==> config.mk <==
export PLATFORM = sky130hd
export DESIGN_NAME = flag_alu
export DESIGN_NICKNAME = d
export VERILOG_FILES = /design/src/rtl/flag_alu_pkg.sv /design/src/rtl/alu_shifter.sv /design/src/rtl/alu_datapath.sv /design/src/rtl/alu_ctrl.sv /design/src/rtl/flag_alu.sv
export SDC_FILE = /design/constraint.sdc
export NUM_CORES = 2
export LEC_CHECK = 0
export CAP_MARGIN = 20
export CORE_UTILIZATION = 58
export DETAILED_ROUTE_END_ITERATION = 7
export GPL_TIMING_DRIVEN = 0
export PLACE_DENSITY_LB_ADDON = 0.05
export SLEW_MARGIN = 10
export SYNTH_ARGS = -nofsm -noshare
export SYNTH_HDL_FRONTEND = slang
export SYNTH_SLANG_ARGS = --single-unit
==> constraint.sdc <==
create_clock -name clk -period 7.9 [get_ports clk]
set_input_delay 1.185 -clock clk [delete_from_list [all_inputs] [get_ports clk]]
set_output_delay 1.185 -clock clk [all_outputs]
set_load 0.05 [all_outputs]
==> src/rtl/flag_alu_pkg.sv <==
package flag_alu_pkg;

  typedef enum logic [3:0] {
    OP_AND = 4'd0, OP_EOR, OP_LSL, OP_LSR, OP_ASR, OP_ADC, OP_SBC, OP_ROR,
    OP_TST, OP_NEG, OP_CMP, OP_CMN, OP_ORR, OP_MUL, OP_BIC, OP_MVN
  } aluOp_e;

  typedef enum logic [1:0] {SH_LSL, SH_LSR, SH_ASR, SH_ROR} shiftKind_e;

  typedef struct packed {
    logic n;
    logic z;
    logic c;
    logic v;
  } aluFlags_t;

  typedef struct packed {
    logic capture;
    logic mulLoad;
    logic mulStep;
    logic mulLast;
  } ctrlStrobe_t;

endpackage

==> src/rtl/alu_shifter.sv <==
module alu_shifter
  import flag_alu_pkg::*;
#(
  parameter int W  = 32,
  parameter int AW = 8
) (
  input  shiftKind_e       kind,
  input  logic [W-1:0]     src,
  input  logic [AW-1:0]    amt,
  input  logic             cIn,
  output logic [W-1:0]     res,
  output logic             cOut
);
  localparam int RW = $clog2(W);
  localparam logic [AW-1:0] FULL = AW'(W);

  logic [W:0]    wide;
  logic [RW-1:0] rot;

  always_comb begin
    res  = src;
    cOut = cIn;
    wide = '0;
    rot  = amt[RW-1:0];
    if (amt != '0) begin
      case (kind)
        SH_LSL: begin
          if (amt < FULL) begin
            wide = {1'b0, src} << amt;
            res  = wide[W-1:0];
            cOut = wide[W];
          end else begin
            res  = '0;
            cOut = (amt == FULL) ? src[0] : 1'b0;
          end
        end
        SH_LSR: begin
          if (amt < FULL) begin
            wide = {src, 1'b0} >> amt;
            res  = wide[W:1];
            cOut = wide[0];
          end else begin
            res  = '0;
            cOut = (amt == FULL) ? src[W-1] : 1'b0;
          end
        end
        SH_ASR: begin
          if (amt < FULL) begin
            wide = $signed({src, 1'b0}) >>> amt;
            res  = wide[W:1];
            cOut = wide[0];
          end else begin
            res  = {W{src[W-1]}};
            cOut = src[W-1];
          end
        end
        default: begin
          res  = (src >> rot) | (src << (W - rot));
          cOut = res[W-1];
        end
      endcase
    end
  end

endmodule

==> src/rtl/alu_datapath.sv <==
module alu_datapath
  import flag_alu_pkg::*;
#(
  parameter int W     = 32,
  parameter int AW    = 8,
  parameter int SLICE = 8,
  parameter int NB    = W / SLICE,
  parameter int CW    = $clog2(NB + 1)
) (
  input  logic          clk,
  input  logic          rstN,
  input  ctrlStrobe_t   strobe,
  input  aluOp_e        opCode,
  input  logic [W-1:0]  opA,
  input  logic [W-1:0]  opB,
  input  aluFlags_t     flagsIn,
  output logic [CW-1:0] mulBytes,
  output logic [W-1:0]  resQ,
  output logic          weQ,
  output aluFlags_t     flagsQ,
  output logic [CW-1:0] costQ
);
  localparam logic [AW-1:0] FULL = AW'(W);

  shiftKind_e    shKind;
  logic [W-1:0]  shRes;
  logic          shC;

  logic [W-1:0]  addX, addY;
  logic          addCin;
  logic [W:0]    sum;
  logic          arithV;

  logic [W-1:0]  nextRes;
  aluFlags_t     nextFlags;
  logic          nextWe;
  logic [CW-1:0] nextCost;

  logic [W-1:0]  mcand, mplier, acc, partial, mulSum, signTop;
  aluFlags_t     keepFlags;

  always_comb begin
    case (opCode)
      OP_LSL:  shKind = SH_LSL;
      OP_LSR:  shKind = SH_LSR;
      OP_ASR:  shKind = SH_ASR;
      default: shKind = SH_ROR;
    endcase
  end

  alu_shifter #(.W(W), .AW(AW)) uShift (
    .kind(shKind), .src(opA), .amt(opB[AW-1:0]), .cIn(flagsIn.c),
    .res(shRes), .cOut(shC)
  );

  // One adder serves every add and subtract form; subtraction feeds ~b.
  always_comb begin
    addX   = opA;
    addY   = opB;
    addCin = 1'b0;
    case (opCode)
      OP_ADC: addCin = flagsIn.c;
      OP_SBC: begin addY = ~opB; addCin = flagsIn.c; end
      OP_NEG: begin addX = '0; addY = ~opB; addCin = 1'b1; end
      OP_CMP: begin addY = ~opB; addCin = 1'b1; end
      default: ;
    endcase
  end

  assign sum    = {1'b0, addX} + {1'b0, addY} + {{W{1'b0}}, addCin};
  assign arithV = (addX[W-1] == addY[W-1]) && (sum[W-1] != addX[W-1]);

  always_comb begin
    nextRes   = '0;
    nextFlags = flagsIn;
    nextWe    = 1'b1;
    nextCost  = '0;
    case (opCode)
      OP_AND, OP_TST: nextRes = opA & opB;
      OP_EOR:         nextRes = opA ^ opB;
      OP_ORR:         nextRes = opA | opB;
      OP_BIC:         nextRes = opA & ~opB;
      OP_MVN:         nextRes = ~opB;
      OP_LSL, OP_LSR, OP_ASR, OP_ROR: begin
        nextRes     = shRes;
        nextFlags.c = shC;
        nextCost    = CW'(1);
      end
      OP_ADC, OP_SBC, OP_NEG, OP_CMP, OP_CMN: begin
        nextRes     = sum[W-1:0];
        nextFlags.c = sum[W];
        nextFlags.v = arithV;
      end
      default: nextRes = '0;
    endcase
    if (opCode == OP_TST || opCode == OP_CMP || opCode == OP_CMN) nextWe = 1'b0;
    nextFlags.n = nextRes[W-1];
    nextFlags.z = (nextRes == '0);
  end

  // Significant multiplier bytes: smallest k whose upper bits are pure sign.
  always_comb begin
    mulBytes = CW'(NB);
    signTop  = '0;
    for (int k = NB - 1; k >= 1; k--) begin
      signTop = $signed(opB) >>> (SLICE * k - 1);
      if (signTop == '0 || signTop == '1) mulBytes = CW'(k);
    end
  end

  // Unsigned bytes, except the last which is taken as signed.
  always_comb begin
    partial = mcand * {{(W-SLICE){1'b0}}, mplier[SLICE-1:0]};
    if (strobe.mulLast && mplier[SLICE-1]) partial = partial - (mcand << SLICE);
    mulSum = acc + partial;
  end

  always_ff @(posedge clk) begin
    if (!rstN) begin
      resQ      <= '0;
      weQ       <= 1'b0;
      flagsQ    <= '0;
      costQ     <= '0;
      mcand     <= '0;
      mplier    <= '0;
      acc       <= '0;
      keepFlags <= '0;
    end else begin
      if (strobe.capture) begin
        resQ   <= nextRes;
        weQ    <= nextWe;
        flagsQ <= nextFlags;
        costQ  <= nextCost;
      end
      if (strobe.mulLoad) begin
        mcand     <= opA;
        mplier    <= opB;
        acc       <= '0;
        keepFlags <= flagsIn;
        costQ     <= mulBytes;
      end
      if (strobe.mulStep) begin
        acc    <= mulSum;
        mcand  <= mcand << SLICE;
        mplier <= mplier >> SLICE;
        if (strobe.mulLast) begin
          resQ   <= mulSum;
          weQ    <= 1'b1;
          flagsQ <= '{n: mulSum[W-1], z: (mulSum == '0), c: keepFlags.c, v: keepFlags.v};
        end
      end
    end
  end


  cmp_nowrite_chk: assert property (@(posedge clk) disable iff (!rstN)
    (strobe.capture && (opCode == OP_TST || opCode == OP_CMP || opCode == OP_CMN)) |=> !weQ);


  lsr_far_zero_chk: assert property (@(posedge clk) disable iff (!rstN)
    (strobe.capture && opCode == OP_LSR && opB[AW-1:0] >= FULL) |=> resQ == '0);


  mul_cost_range_chk: assert property (@(posedge clk) disable iff (!rstN)
    strobe.mulLoad |=> (costQ >= CW'(1) && costQ <= CW'(NB)));


  mul_flag_keep_chk: assert property (@(posedge clk) disable iff (!rstN)
    strobe.mulLast |=> (flagsQ.c == $past(keepFlags.c) && flagsQ.v == $past(keepFlags.v)));

endmodule

==> src/rtl/alu_ctrl.sv <==
module alu_ctrl
  import flag_alu_pkg::*;
#(
  parameter int CW = 3
) (
  input  logic          clk,
  input  logic          rstN,
  input  logic          reqValid,
  input  aluOp_e        opCode,
  input  logic [CW-1:0] mulBytes,
  output logic          reqReady,
  output logic          rspValid,
  output ctrlStrobe_t   strobe
);
  typedef enum logic {ST_IDLE, ST_MUL} ctrlState_e;

  ctrlState_e    state;
  logic [CW-1:0] remain;
  logic          accept;

  assign reqReady       = (state == ST_IDLE);
  assign accept         = reqValid && reqReady;
  assign strobe.capture = accept && (opCode != OP_MUL);
  assign strobe.mulLoad = accept && (opCode == OP_MUL);
  assign strobe.mulStep = (state == ST_MUL);
  assign strobe.mulLast = strobe.mulStep && (remain == CW'(1));

  always_ff @(posedge clk) begin
    if (!rstN) begin
      state    <= ST_IDLE;
      remain   <= '0;
      rspValid <= 1'b0;
    end else begin
      rspValid <= strobe.capture || strobe.mulLast;
      if (strobe.mulLoad) begin
        state  <= ST_MUL;
        remain <= mulBytes;
      end
      if (strobe.mulStep) begin
        remain <= remain - CW'(1);
        if (strobe.mulLast) state <= ST_IDLE;
      end
    end
  end


  single_cycle_rsp_chk: assert property (@(posedge clk) disable iff (!rstN)
    (reqValid && reqReady && opCode != OP_MUL) |=> rspValid);


  mul_busy_chk: assert property (@(posedge clk) disable iff (!rstN)
    strobe.mulLoad |=> (!reqReady && !rspValid));

endmodule

==> src/rtl/flag_alu.sv <==
module flag_alu
  import flag_alu_pkg::*;
#(
  parameter int W     = 32,
  parameter int AW    = 8,
  parameter int SLICE = 8,
  parameter int NB    = W / SLICE,
  parameter int CW    = $clog2(NB + 1)
) (
  input  logic          clk,
  input  logic          rstN,
  input  logic          reqValid,
  output logic          reqReady,
  input  logic [3:0]    opCode,
  input  logic [W-1:0]  opA,
  input  logic [W-1:0]  opB,
  input  logic [3:0]    flagsIn,
  output logic          rspValid,
  output logic [W-1:0]  result,
  output logic          writeEn,
  output logic [3:0]    flagsOut,
  output logic [CW-1:0] costOut
);
  aluOp_e        opSel;
  aluFlags_t     fIn, fOut;
  ctrlStrobe_t   strobe;
  logic [CW-1:0] mulBytes;

  assign opSel    = aluOp_e'(opCode);
  assign fIn      = flagsIn;
  assign flagsOut = fOut;

  alu_ctrl #(.CW(CW)) uCtrl (
    .clk(clk), .rstN(rstN), .reqValid(reqValid), .opCode(opSel),
    .mulBytes(mulBytes), .reqReady(reqReady), .rspValid(rspValid), .strobe(strobe)
  );

  alu_datapath #(.W(W), .AW(AW), .SLICE(SLICE), .NB(NB), .CW(CW)) uPath (
    .clk(clk), .rstN(rstN), .strobe(strobe), .opCode(opSel), .opA(opA), .opB(opB),
    .flagsIn(fIn), .mulBytes(mulBytes), .resQ(result), .weQ(writeEn),
    .flagsQ(fOut), .costQ(costOut)
  );


  zero_flag_chk: assert property (@(posedge clk) disable iff (!rstN)
    rspValid |-> (flagsOut[2] == (result == '0) && flagsOut[3] == result[W-1]));

endmodule

==> reports/summary.txt, run 1 <==
Mapped Nets = 4248
YS warnings = 0
largest net degree at the start of global routing = 20
HPWL after DPL = 121.4 mm
status = did not finish
CTS sink cnt = 143
Clock Root Buffer = clkbuf_16
number of H-tree levels = 4
largest family of logic cells by synthesized area = compound AO/OA/AOI/OAI gates
ys async rst share = 0%
Failed at = global routing
EDFF count, synth = 0
worst_ep grt = uPath.flagsQ[2]$_SDFF_PN0_/D
synthesized instance count = 3849
error msg = [ERROR GRT-0232] Routing congestion too high. Check the congestion heatmap in the GUI.
Post-Synth Simple-Gate Area = 22.23%
post-synthesis sequential area ratio = 9.969%
GPL Wtd Cong = 1.242
adder-cell share of the synthesized area = 18.30%
Post-synth top flop = dfxtp_1
cts hold-fix bufs = 0
GRT overflow = 133
DP Worst Slack = -1851 ps
site row count = 81
syn_area_per_cell = 7.460 um2
Yosys top cell area share = 11.15%
placed insts = 4604
Worst EP kind = register input
largest cells by area after synthesis = fa_1 (11%), dfxtp_1 (10%), ha_1 (7.1%)
worst-case clock buffer depth = 2
Starting Density = 58.78%
die height = 224.5 um
Synth Cell Area = 0.02872 mm2
Yosys reg bits = 143
Port Buffers = 83
Synth Area in XOR/XNOR = 4.758%
Compound-Gate Fraction of Synth Area = 25.04%
biggest area consumer among synthesized cells = fa_1
CTS buffer count = 17
mux cell area share after synthesis = 11.35%
GR Util All Layers = 77.29%
Die Width = 224.5 um
boundary pin count = 117
post-synthesis cell type count = 96
## logic make-up after synthesis
logic type / count (synthesis)
multiplexers: 220
AND/OR/NAND/NOR: 1318
buffers and inverters: 588
XOR/XNOR: 156
adder cells (fa/ha/maj): 324
flip-flops: 143
AO/OA/AOI/OAI: 1100
## Yosys cell counts (26+ instances only)
cell and instances:
a22oi_1 47, xor2_1 42, a21oi_1 328, and2_1 173
o21ai_0 199, nand2_1 438, nor2b_1 28, a31oi_1 50
a221oi_1 26, o211ai_1 43, clkbuf_1 256, nand3_1 66
ha_1 164, fa_1 160, dfxtp_1 143, o221ai_1 46
mux2i_1 87, nor3_1 79, mux2_2 52, o21a_1 27
xnor2_1 114, a21o_1 55, nand2b_1 51, and3_1 41
o22ai_1 48, a211oi_1 46, inv_1 245, nor2_1 297
buf_2 35, mux4_2 77
## per-stage QoR
stage          utilization [%]  hold WS [ps]  cell area, um2  TNS [ps]
2_1_floorplan                -         433.2           28720         0
3_3_place_gp             62.20         445.0           30380    -28920
3_5_place_dp             62.38         452.2           30470    -34240
4_1_cts                  65.89         464.5           32190    -923.9
## repair_timing
item,4_1_cts
pin swaps,82
endpoints found under the setup margin,36
cloned,1
gates resized for setup,204
setup buffers,55
## metal layers
metal | track usage [%] | GRT overflow
met3 | 67.12 | 3
met1 | 80.74 | 5
met5 | 35.68 | 0
met4 | 70.13 | 52
met2 | 88.42 | 73
==> inputs of run 2 (changes only) <==
--- a/config.mk
+++ b/config.mk
@@ -6,10 +6,10 @@
 export NUM_CORES = 2
 export LEC_CHECK = 0
 export CAP_MARGIN = 20
-export CORE_UTILIZATION = 58
+export CORE_UTILIZATION = 40
 export DETAILED_ROUTE_END_ITERATION = 7
 export GPL_TIMING_DRIVEN = 0
-export PLACE_DENSITY_LB_ADDON = 0.05
+export PLACE_DENSITY_LB_ADDON = 0.15
 export SLEW_MARGIN = 10
 export SYNTH_ARGS = -nofsm -noshare
 export SYNTH_HDL_FRONTEND = slang
==> constraint.sdc (replaced) <==
create_clock -name clk -period 10.25 [get_ports clk]
set_input_delay 1.5375 -clock clk [delete_from_list [all_inputs] [get_ports clk]]
set_output_delay 1.5375 -clock clk [all_outputs]
set_load 0.05 [all_outputs]
==> run 2 against run 1 <==
Compared with the run above: the flow now finishes without violations; synthesized cell count stayed put; area after synthesis did not move.
==> reports/summary.txt, run 2 <==
CTS sink cnt = 143 (unchanged)
Pleak = 12.73 nW
reg-to-reg slack, setup = 430 ps
Combinational Power Share = 54.4%
Cell Int Power = 1.343 mW
part of the power in registers = 21.8%
DRC viols = 0
Data arrival, critical path = 10480 ps
Clock Root Buffer = clkbuf_16
highest clock rate = 99.24 MHz
Worst Setup Start Kind = input port
clk_lat worst skew = 460 ps
Die Width = 269.9 um (+20%)
WP data required = 10650 ps
Critical Path Fanout Max = 10
commonest non-fill, non-tap cell in the layout = nand2_1
synthesized instance count = 3849 (unchanged)
Crit path buffers/inverters = 6
boundary pin count = 117 (unchanged)
Wirelength per Cell = 35.25 um
antenna-violating nets left = 0
vias in the first global route = 31110
GPL Wtd Cong = 1.145 (-7.8%)
Least-Margin Pin Slew = 1318 ps
overall power = 2.722 mW
DP Worst Slack = -314.5 ps (+1537 ps)
Setup crit end kind = register
critical-path cell list = clkdlybuf4s50_1 > clkbuf_1 > clkbuf_1 > buf_1 > clkbuf_1 > clkbuf_1 > xnor2_1 > ha_1 > o21ai_0 > o21ai_0 > nand3_1 > a31o_2 > o21ai_0 > xor2_1 > a2111o_1 > nor4b_2 > nand4b_1 > or4_1 > o22ai_1 > and4_1
number of vias in the routed layout = 34325
fill count = 7431
number of H-tree levels = 4 (unchanged)
FF-to-FF path depth = 33
worst reg2reg path endpoint = uPath.flagsQ[2]$_SDFF_PN0_
post-synthesis sequential area ratio = 9.969% (unchanged)
GR Util All Layers = 46.18%
post-synthesis cell type count = 96 (unchanged)
CP Launch Point = opB[4]
delay of the slowest cell on the worst path = 930 ps
RSZ-0062 raised after global routing = false
endpoints failing setup = 0
CTS buffer count = 17 (unchanged)
final hold vios = 0
nets = 4364
initial antenna violation count = 18
delay-heaviest family, CP = buffers and inverters
CTS clk-pin slew, worst paths = 70 ps
largest net degree at the start of global routing = 19
non-filler cells, final = 4932
routed wire length = 173.9 mm
Hold Path Depth = 2
most used cell, CP = clkbuf_1
Yosys top cell area share = 11.15% (unchanged)
Tmin final = 10080 ps
Synth Cell Area = 0.02872 mm2 (unchanged)
crit path kind = input port to register
ratio of cells with drive above 1 in the final layout = 7.692%
worst-case clock buffer depth = 2 (unchanged)
EDFF count, synth = 0 (unchanged)
Synth top cells by count = nand2_1 (438), a21oi_1 (328), nor2_1 (297), clkbuf_1 (256), inv_1 (245)
Mapped Nets = 4248 (unchanged)
Final Cycle Share = 98.30%
die area = 0.07286 mm2
max_cap viols = 0
Power Dens Cells = 86.25 mW/mm2
Max VDD drop = 145.0 uV
Max Clock Skew = 17.82 ps
YS warnings = 0 (unchanged)
Hold WS = 460.1 ps
most frequent cell after synthesis = nand2_1
biggest area consumer among synthesized cells = fa_1
Port Buffers = 83 (unchanged)
DR iter-0 viols = 5763
CP max stage cell = clkbuf_1
synth-to-layout area growth = 9.917%
Starting Density = 40.72% (-18 points)
Yosys reg bits = 143 (unchanged)
CTS tree = done
HPWL after DPL = 137.8 mm (+14%)
Post-synth top flop = dfxtp_1
reg-to-reg startpoint = uPath.mcand[9]$_SDFFE_PN0P_
die height = 269.9 um (+20%)
sw frac = 50.68%
syn_area_per_cell = 7.460 um2 (unchanged)
Slew Limit Fails = 0
Crit path depth = 20
largest cells by area after synthesis = fa_1 (11%), dfxtp_1 (10%), ha_1 (7.1%)
site row count = 97 (+20%)
status = finished, final reports clean
Clock power frac = 23.9%
first-pass GRT wire length = 241.6 mm
PnR worst setup slack = 173.9 ps
ys async rst share = 0% (unchanged)
vias per cell = 6.960
DR pass1 iterations = 8
Worst Hold Class = register to register
last element of the critical path = uPath.flagsQ[2]$_SDFF_PN0_
GRT overflow = 0
sw power = 1.380 mW
most frequent cells in the layout = nand2_1 (438), a21oi_1 (327), nor2_1 (297)
core area = 0.07051 mm2
placed insts = 4884 (+6.1%)
Slew headroom = 12.10%
==> run 2: worst min path at each step <==
| stage | slack (ps) | startpoint | to |
|---|---|---|---|
| after floorplan | 430 | uPath.keepFlags[1]$_SDFFE_PN0P_ | uPath.keepFlags[1]$_SDFFE_PN0P_ |
| after global placement | 450 | uPath.mplier[26]$_SDFFE_PP0P_ | uPath.mplier[26]$_SDFFE_PP0P_ |
| after detailed placement | 450 | uPath.mplier[26]$_SDFFE_PP0P_ | uPath.mplier[26]$_SDFFE_PP0P_ |
| after CTS | 460 | uPath.mplier[26]$_SDFFE_PP0P_ | uPath.mplier[26]$_SDFFE_PP0P_ |
| after global routing | 470 | uPath.mplier[26]$_SDFFE_PP0P_ | uPath.mplier[26]$_SDFFE_PP0P_ |
| final | 460 | uPath.mplier[31]$_SDFFE_PP0P_ | uPath.mplier[31]$_SDFFE_PP0P_ |
==> run 2: through the flow <==
| step | util, % | TNS (ps) | cell area, um2 |
|---|---|---|---|
| after global placement | 43.57 | -537.9 | 30720 |
| after detailed placement | 43.74 | -314.5 | 30840 |
| after CTS | 44.61 | 0 | 31460 |
| final | 44.76 | 0 | 31560 |
| after floorplan | - | 0 | 28720 |
| after global routing | 44.71 | 0 | 31530 |
==> run 2: metal layers <==
layer  up-vias  share of wire (%)  track usage, %
li1      14007                  -               -
met1     16818                 41           62.71
met2      2853                 38           62.37
met3       637                 15           18.67
met4        10                6.5           22.52
met5         -               0.12               0
==> run 2: cell type report <==
type / count / area [um2] / share of cell area [%]
repair buffers: 101 / 973.4 / 3.084
clock inverters: 15 / 191.4 / 0.6065
clock buffers: 17 / 425.4 / 1.348
well taps: 940 / 1176 / 3.726
multi-input cells: 3118 / 23490 / 74.43
inverters: 247 / 927.1 / 2.937
plain buffers: 337 / 1478 / 4.682
flip-flops and latches: 143 / 2865 / 9.078
diodes: 14 / 35.03 / 0.1110
==> run 2: kinds of logic after synthesis <==
logic type	count (synthesis)	share of synthesized area (%)
AND/OR/NAND/NOR	1318	22.23
AO/OA/AOI/OAI	1100	25.04
buffers and inverters	588	8.362
adder cells (fa/ha/maj)	324	18.30
multiplexers	220	11.35
XOR/XNOR	156	4.758
flip-flops	143	9.970
==> run 2: tightest hold or removal path, cell delays in order, from the launching register on <==
cell	delay [ps]
dfxtp_1	310
nand2_1	50
a21oi_1	50
==> run 2: power by group through the flow <==
stage	Sequential, mW	Clock (mW)	Combinational [mW]
2_1_floorplan	0.654	0	0.738
3_3_place_gp	0.604	0	1.37
3_5_place_dp	0.604	0	1.36
4_1_cts	0.591	0.650	1.37
5_1_grt	0.594	0.676	1.47
6_report	0.592	0.650	1.48
==> run 2: repair_timing <==
action | in CTS | in global routing
buffers inserted | 0 | 0
hold buffers | 0 | 0
resized for setup | 0 | 34
endpoints found under the setup margin | 0 | 11
Power figures use the tool's default switching activity.
